$ cat src/rtl/smbc_pkg.sv
package smbc_pkg;

    typedef enum logic [1:0] {SG_OFF, SG_HIGH, SG_LOW} sg_state_e;
    typedef enum logic [1:0] {LT_WAIT, LT_COUNT, LT_TRIP} lt_state_e;
    typedef enum logic [1:0] {ID_BUSY, ID_COUNT, ID_IDLE} id_state_e;

    localparam int CTL_W       = 8;
    localparam int CTL_RST_BIT = 7;
    localparam int CTL_DIV_BIT = 2;
    localparam int CTL_EN_BIT  = 1;
    localparam logic [CTL_W-1:0] CTL_MASK = 8'h86;

endpackage

$ cat src/rtl/smbc_sclgen.sv
module smbc_sclgen
    import smbc_pkg::*;
#(
    parameter int SCL_HALF = 500
) (
    input  logic clk,
    input  logic rst_n,
    input  logic srst,
    input  logic en,
    input  logic div,
    output logic scl_out
);
    localparam int CW = $clog2(2 * SCL_HALF + 1);

    sg_state_e   state_q, state_d;
    logic [CW-1:0] cnt_q, cnt_d;
    logic        div_q, div_d;
    logic [CW-1:0] half_w;
    logic        phase_end;

    assign half_w    = div_q ? CW'(2 * SCL_HALF) : CW'(SCL_HALF);
    assign phase_end = (cnt_q == half_w - CW'(1));

    always_comb begin
        state_d = state_q;
        cnt_d   = cnt_q + CW'(1);
        div_d   = div_q;
        if (srst || !en) begin
            state_d = SG_OFF;
            cnt_d   = '0;
        end else begin
            unique case (state_q)
                SG_OFF: begin
                    state_d = SG_HIGH;
                    cnt_d   = '0;
                    div_d   = div;
                end
                SG_HIGH: begin
                    if (phase_end) begin
                        state_d = SG_LOW;
                        cnt_d   = '0;
                    end
                end
                SG_LOW: begin
                    if (phase_end) begin
                        state_d = SG_HIGH;
                        cnt_d   = '0;
                        div_d   = div;
                    end
                end
                default: begin
                    state_d = SG_OFF;
                    cnt_d   = '0;
                end
            endcase
        end
    end

    always_ff @(posedge clk or negedge rst_n) begin
        if (!rst_n) begin
            state_q <= SG_OFF;
            cnt_q   <= '0;
            div_q   <= 1'b0;
        end else begin
            state_q <= state_d;
            cnt_q   <= cnt_d;
            div_q   <= div_d;
        end
    end

    always_comb begin
        scl_out = (state_q != SG_LOW);
    end


    sg_park_high_chk: assert property (@(posedge clk) disable iff (!rst_n)
        (srst || !en) |=> scl_out);


    sg_cnt_range_chk: assert property (@(posedge clk) disable iff (!rst_n)
        (state_q != SG_OFF) |-> (cnt_q < half_w));

endmodule

$ cat src/rtl/smbc_lowtimer.sv
module smbc_lowtimer
    import smbc_pkg::*;
#(
    parameter int TIMEOUT_CYC = 2_500_000
) (
    input  logic clk,
    input  logic rst_n,
    input  logic srst,
    input  logic run,
    input  logic scl_in,
    input  logic te_clr,
    output logic te
);
    localparam int CW = $clog2(TIMEOUT_CYC + 2);

    lt_state_e     state_q, state_d;
    logic [CW-1:0] cnt_q, cnt_d;
    logic          te_set;

    always_comb begin
        state_d = state_q;
        cnt_d   = cnt_q;
        te_set  = 1'b0;
        if (srst || !run) begin
            state_d = LT_WAIT;
            cnt_d   = '0;
        end else begin
            unique case (state_q)
                LT_WAIT: begin
                    if (!scl_in) begin
                        state_d = LT_COUNT;
                        cnt_d   = CW'(1);
                    end
                end
                LT_COUNT: begin
                    if (scl_in) begin
                        state_d = LT_WAIT;
                        cnt_d   = '0;
                    end else if (cnt_q == CW'(TIMEOUT_CYC)) begin
                        state_d = LT_TRIP;
                        te_set  = 1'b1;
                    end else begin
                        cnt_d = cnt_q + CW'(1);
                    end
                end
                LT_TRIP: begin
                    if (scl_in) begin
                        state_d = LT_WAIT;
                        cnt_d   = '0;
                    end
                end
                default: begin
                    state_d = LT_WAIT;
                    cnt_d   = '0;
                end
            endcase
        end
    end

    always_ff @(posedge clk or negedge rst_n) begin
        if (!rst_n) begin
            state_q <= LT_WAIT;
            cnt_q   <= '0;
        end else begin
            state_q <= state_d;
            cnt_q   <= cnt_d;
        end
    end

    always_ff @(posedge clk or negedge rst_n) begin
        if (!rst_n)       te <= 1'b0;
        else if (srst)    te <= 1'b0;
        else if (te_set)  te <= 1'b1;
        else if (te_clr)  te <= 1'b0;
    end


    lt_rise_after_low_chk: assert property (@(posedge clk) disable iff (!rst_n)
        $rose(te) |-> !$past(scl_in));


    lt_high_rearm_chk: assert property (@(posedge clk) disable iff (!rst_n)
        scl_in |=> (state_q == LT_WAIT));


    lt_srst_clear_chk: assert property (@(posedge clk) disable iff (!rst_n)
        srst |=> !te);

endmodule

$ cat src/rtl/smbc_idledet.sv
module smbc_idledet
    import smbc_pkg::*;
#(
    parameter int IDLE_CYC = 5000
) (
    input  logic clk,
    input  logic rst_n,
    input  logic srst,
    input  logic run,
    input  logic scl_in,
    input  logic sda_in,
    output logic bus_idle
);
    localparam int CW = $clog2(IDLE_CYC + 2);

    id_state_e     state_q, state_d;
    logic [CW-1:0] cnt_q, cnt_d;
    logic          both_high;

    assign both_high = scl_in && sda_in;

    always_comb begin
        state_d = state_q;
        cnt_d   = cnt_q;
        if (srst || !run) begin
            state_d = ID_BUSY;
            cnt_d   = '0;
        end else begin
            unique case (state_q)
                ID_BUSY: begin
                    if (both_high) begin
                        state_d = ID_COUNT;
                        cnt_d   = CW'(1);
                    end
                end
                ID_COUNT: begin
                    if (!both_high) begin
                        state_d = ID_BUSY;
                        cnt_d   = '0;
                    end else if (cnt_q == CW'(IDLE_CYC)) begin
                        state_d = ID_IDLE;
                    end else begin
                        cnt_d = cnt_q + CW'(1);
                    end
                end
                ID_IDLE: begin
                    if (!both_high) begin
                        state_d = ID_BUSY;
                        cnt_d   = '0;
                    end
                end
                default: begin
                    state_d = ID_BUSY;
                    cnt_d   = '0;
                end
            endcase
        end
    end

    always_ff @(posedge clk or negedge rst_n) begin
        if (!rst_n) begin
            state_q <= ID_BUSY;
            cnt_q   <= '0;
        end else begin
            state_q <= state_d;
            cnt_q   <= cnt_d;
        end
    end

    always_comb begin
        bus_idle = (state_q == ID_IDLE);
    end


    id_low_drop_chk: assert property (@(posedge clk) disable iff (!rst_n)
        (!scl_in || !sda_in) |=> !bus_idle);


    id_halt_chk: assert property (@(posedge clk) disable iff (!rst_n)
        !run |=> !bus_idle);

endmodule

$ cat src/rtl/smbc_clkmon.sv
module smbc_clkmon
    import smbc_pkg::*;
#(
    parameter int CLK_HZ      = 100_000_000,
    parameter int SCL_HALF    = CLK_HZ / 200_000,
    parameter int TIMEOUT_CYC = CLK_HZ / 40,
    parameter int IDLE_CYC    = CLK_HZ / 20_000
) (
    input  logic       clk,
    input  logic       rst_n,
    input  logic       ctl_we,
    input  logic [7:0] ctl_wdata,
    output logic [7:0] ctl_rdata,
    input  logic       te_clr,
    input  logic       scl_in,
    input  logic       sda_in,
    output logic       scl_out,
    output logic       te_stat,
    output logic       bus_idle
);
    logic [CTL_W-1:0] ctl_q;
    logic             srst;
    logic             en;
    logic             div;
    logic             run;

    always_ff @(posedge clk or negedge rst_n) begin
        if (!rst_n)      ctl_q <= '0;
        else if (ctl_we) ctl_q <= ctl_wdata & CTL_MASK;
    end

    assign ctl_rdata = ctl_q;
    assign srst      = ctl_q[CTL_RST_BIT];
    assign en        = ctl_q[CTL_EN_BIT];
    assign div       = ctl_q[CTL_DIV_BIT];
    assign run       = en && !srst;

    smbc_sclgen #(.SCL_HALF(SCL_HALF)) u_sclgen (
        .clk     (clk),
        .rst_n   (rst_n),
        .srst    (srst),
        .en      (en),
        .div     (div),
        .scl_out (scl_out)
    );

    smbc_lowtimer #(.TIMEOUT_CYC(TIMEOUT_CYC)) u_lowtimer (
        .clk    (clk),
        .rst_n  (rst_n),
        .srst   (srst),
        .run    (run),
        .scl_in (scl_in),
        .te_clr (te_clr),
        .te     (te_stat)
    );

    smbc_idledet #(.IDLE_CYC(IDLE_CYC)) u_idledet (
        .clk      (clk),
        .rst_n    (rst_n),
        .srst     (srst),
        .run      (run),
        .scl_in   (scl_in),
        .sda_in   (sda_in),
        .bus_idle (bus_idle)
    );


    top_rsvd_write_chk: assert property (@(posedge clk) disable iff (!rst_n)
        ctl_we |=> (ctl_rdata[6:3] == 4'b0) && (ctl_rdata[0] == 1'b0));

endmodule

$ cat config.mk
export PLATFORM = sky130hd
export DESIGN_NAME = smbc_clkmon
export DESIGN_NICKNAME = d
export VERILOG_FILES = /design/src/rtl/smbc_pkg.sv /design/src/rtl/smbc_sclgen.sv /design/src/rtl/smbc_lowtimer.sv /design/src/rtl/smbc_idledet.sv /design/src/rtl/smbc_clkmon.sv
export SDC_FILE = /design/constraint.sdc
export NUM_CORES = 1
export LEC_CHECK = 0
export ABC_AREA = 1
export BUFFER_PORTS_ARGS = -buffer_cell sky130_fd_sc_hd__buf_2
export CAP_MARGIN = 20
export CORE_MARGIN = 3
export CORE_UTILIZATION = 45
export DETAILED_ROUTE_END_ITERATION = 8
export GPL_TIMING_DRIVEN = 0
export SYNTH_ARGS = -nofsm -noshare
export SYNTH_HDL_FRONTEND = slang
export SYNTH_SLANG_ARGS = --single-unit
$ cat constraint.sdc
create_clock -name clk -period 1.9 [get_ports clk]
set_clock_uncertainty 0.15 [all_clocks]
set_input_delay 0.57 -clock clk [delete_from_list [all_inputs] [get_ports clk]]
set_output_delay 0.57 -clock clk [all_outputs]
set_load 0.05 [all_outputs]
==> summary.txt <==
Outcome
  • Outcome: completed

STA
  • RSZ-0062 raised after global routing: true
  • Fmax: 532 MHz
  • Tmin final: 1880 ps
  • Setup ws final: 19.8 ps
  • Tcrit/Tclk final: 99.0%
  • Setup TNS: 0 ps
  • Final Max Tran Viols: 0
  • Worst Tran Pin Value: 530 ps
  • Final number of setup-violating endpoints: 0
  • Fin. Hold Viols: 0
  • Hold_ws: 81.4 ps
  • Relative slew slack: 64.7%

Cells and area
  • Commonest non-fill, non-tap cell in the layout: nand2_1
  • Nets: 575
  • Share of cells above drive strength 1: 17.7%
  • Area grow syn2layout: 15.5%
  • Diode count: 0
  • Final core occ: 54.1%
  • Most frequent cells in the layout: nand2_1, nor2_1, dfrtp_1, inv_1, nand3_1

Placed design
  • GP Congestion: 0.951
  • Hpwl dp: 6.47 mm
  • Input/output buffers: 13
  • Place WS: -125 ps

Setup path
  • Worst setup EP type: primary output
  • FF-to-FF Start: u_lowtimer.cnt_q[0]
  • WP data required: 1180 ps
  • Startpoint types: register
  • Worst reg2reg setup slack: 80 ps
  • FF-to-FF path depth: 12
  • Crit Path Class: register to primary output
  • Worst Path Arrival: 1160 ps
  • Crit Reg-Reg Endpoint: u_lowtimer.cnt_q[8]
  • CP max FO: 4

Global routing
  • Total GRT Usage: 20.5%
  • First-pass GRT wire length: 14.9 mm
  • Overflow after GRT: 0
  • Largest net degree at the start of global routing: 36
  • Initial antenna violation count: 0
  • Vias in the first global route: 2,977

Die
  • Die width: 96.1 µm
  • Num rows: 32
  • Initial core utilization: 46.8%
  • Die area: 9240 µm²
  • Die H: 96.1 µm
  • Core footprint: 7810 µm²
  • # IOs: 25

Power
  • Pwr dens: 611 nW/µm²
  • Pleak: 1.84 nW
  • Total Power: 2.58 mW
  • Worst VDD drop: 491 µV

Clock tree
  • Clk_lat worst skew: 310 ps
  • H-tree Lvls: 2
  • CTS Sinks: 56
  • CTS Buf Count: 5
  • Clk slew on worst S/H paths: 110 ps
  • TritonCTS clock tree: yes
  • Hold buffer count at cts: 0
  • CTS Buffer Depth: 2
  • CTS Root Cell: clkbuf_8

Logic synthesis
  • Unique cell type count in the Yosys netlist: 37
  • Largest area contributor in the netlist: dfrtp_1
  • Synth Warn #: 0
  • Synth Register Bits: 56
  • Post-Syn Area per Cell: 7.12 µm²
  • Async set-or-reset flop fraction in the synthesized netlist: 100%
  • Syn Std Cell Area: 3650 µm²
  • Top_reg_cell synth: dfrtp_1
  • Post-synth EDFFs: 0
  • Area fraction of the dominant cell type after synthesis: 38.3%
  • Synth top area cells: dfrtp_1, nand2_1, nor2_1, nand3_1, inv_1
  • Syn Inst Count: 513
  • Seq/Total Area, Yosys: 38.3%

Min path
  • Worst Hold Class: primary input to asynchronous set/reset pin

Drt
  • Vias per cell: 5.11
  • Total wire length: 8.81 mm
  • DR WL/cell: 13.5 µm
  • Drt drc: 0
  • DRT Pass-1 Iters: 5
  • Via count: 3,350
  • Initial drt markers: 153
  • Post-route ant nets: 0

Job
  • Max-cap check violation count: 0
[per-layer routing]
metal / global-route usage, % / share of wire (%) / vias to the layer above
met3: 3.05 / 3.5 / 5
met5: 0 / 0 / -
met2: 30.2 / 45 / 51
met1: 31.7 / 51 / 1571
li1: - / - / 1723
met4: 3.67 / 0.49 / 0
[kinds of logic after synthesis]
family,Yosys count,share of synthesized area (%)
adders and majority gates,9,3.08
DFF,56,38.3
muxes,1,0.308
other,1,0.103
AOI/OAI and AO/OA,49,7.87
buffers and inverters,83,10.2
and+or+nand+nor,296,35.8
xor gates and xnor gates,18,4.31
[cell usage after synthesis, types with 6 or more instances]
| master | count |
|---|---|
| xor2_1 | 16 |
| o21ai_1 | 11 |
| nor2_1 | 69 |
| nand2_1 | 129 |
| o21ai_0 | 17 |
| o21ai_2 | 7 |
| ha_1 | 9 |
| inv_1 | 61 |
| inv_2 | 6 |
| nand3_1 | 47 |
| buf_4 | 10 |
| a21oi_1 | 7 |
| dfrtp_1 | 56 |
| nand4_1 | 15 |
| nor3_1 | 21 |
[area by class of cell]
type / count / area (µm²)
Fill cell: 766 / 3590
Multi-Input combinational cell: 378 / 1970
Sequential cell: 56 / 1400
Inverter: 67 / 254
Timing Repair Buffer: 28 / 216
Buffer: 16 / 133
Tap cell: 102 / 128
Clock buffer: 5 / 68.8
Clock inverter: 3 / 47.5
[per-stage QoR]
| stage | cell area (µm²) | cells |
|---|---|---|
| 6_report | 4220 | 655 |
| 5_1_grt | 4220 | 655 |
| 4_1_cts | 4060 | 644 |
| 2_1_floorplan | 3670 | 517 |
| 3_3_place_gp | 3860 | 632 |
| 3_5_place_dp | 3880 | 633 |
[critical path, stage by stage (launching register included)]
cell	delay, ps
dfrtp_1	420
inv_2	100
ha_4	160
inv_2	40
buf_6	140
[worst max path at each step]
stage / depth (start not counted) / start / slack, ps / end
2_1_floorplan: 8 / scl_in / 170 / u_lowtimer.cnt_q[8]
3_5_place_dp: 12 / u_lowtimer.cnt_q[0] / -130 / u_lowtimer.cnt_q[0]
4_1_cts: 12 / u_lowtimer.cnt_q[0] / 7 / u_lowtimer.cnt_q[8]
5_1_grt: 10 / u_idledet.cnt_q[1] / -50 / u_idledet.cnt_q[8]
6_report: 4 / u_sclgen.state_q[0] / 20 / scl_out
3_3_place_gp: 12 / u_lowtimer.cnt_q[0] / -120 / u_lowtimer.cnt_q[8]
[registers in the layout, indices dropped and copies added, names as in the netlist]
| signal | count |
|---|---|
| u_lowtimer.te | 1 |
| u_sclgen.div_q | 1 |
| u_sclgen.cnt_q | 10 |
| u_idledet.state_q | 2 |
| u_lowtimer.state_q | 2 |
| u_idledet.cnt_q | 13 |
| ctl_rdata | 3 |
| u_sclgen.state_q | 2 |
| u_lowtimer.cnt_q | 22 |
[report_power, final]
group / switching (mW) / leakage, nW / internal [mW]
sequential: 0.0432 / 0.770 / 1.23
clock: 0.407 / 0.0583 / 0.398
combinational: 0.324 / 1.02 / 0.178
total: 0.774 / 1.84 / 1.81
[repair_timing]
action / CTS / global route
gates cloned: 0 / 1
endpoints found under the setup margin: 21 / 36
setup buffers: 3 / 10
pin swaps: 3 / 9
gates resized for setup: 10 / 22
Power figures use the tool's default switching activity.
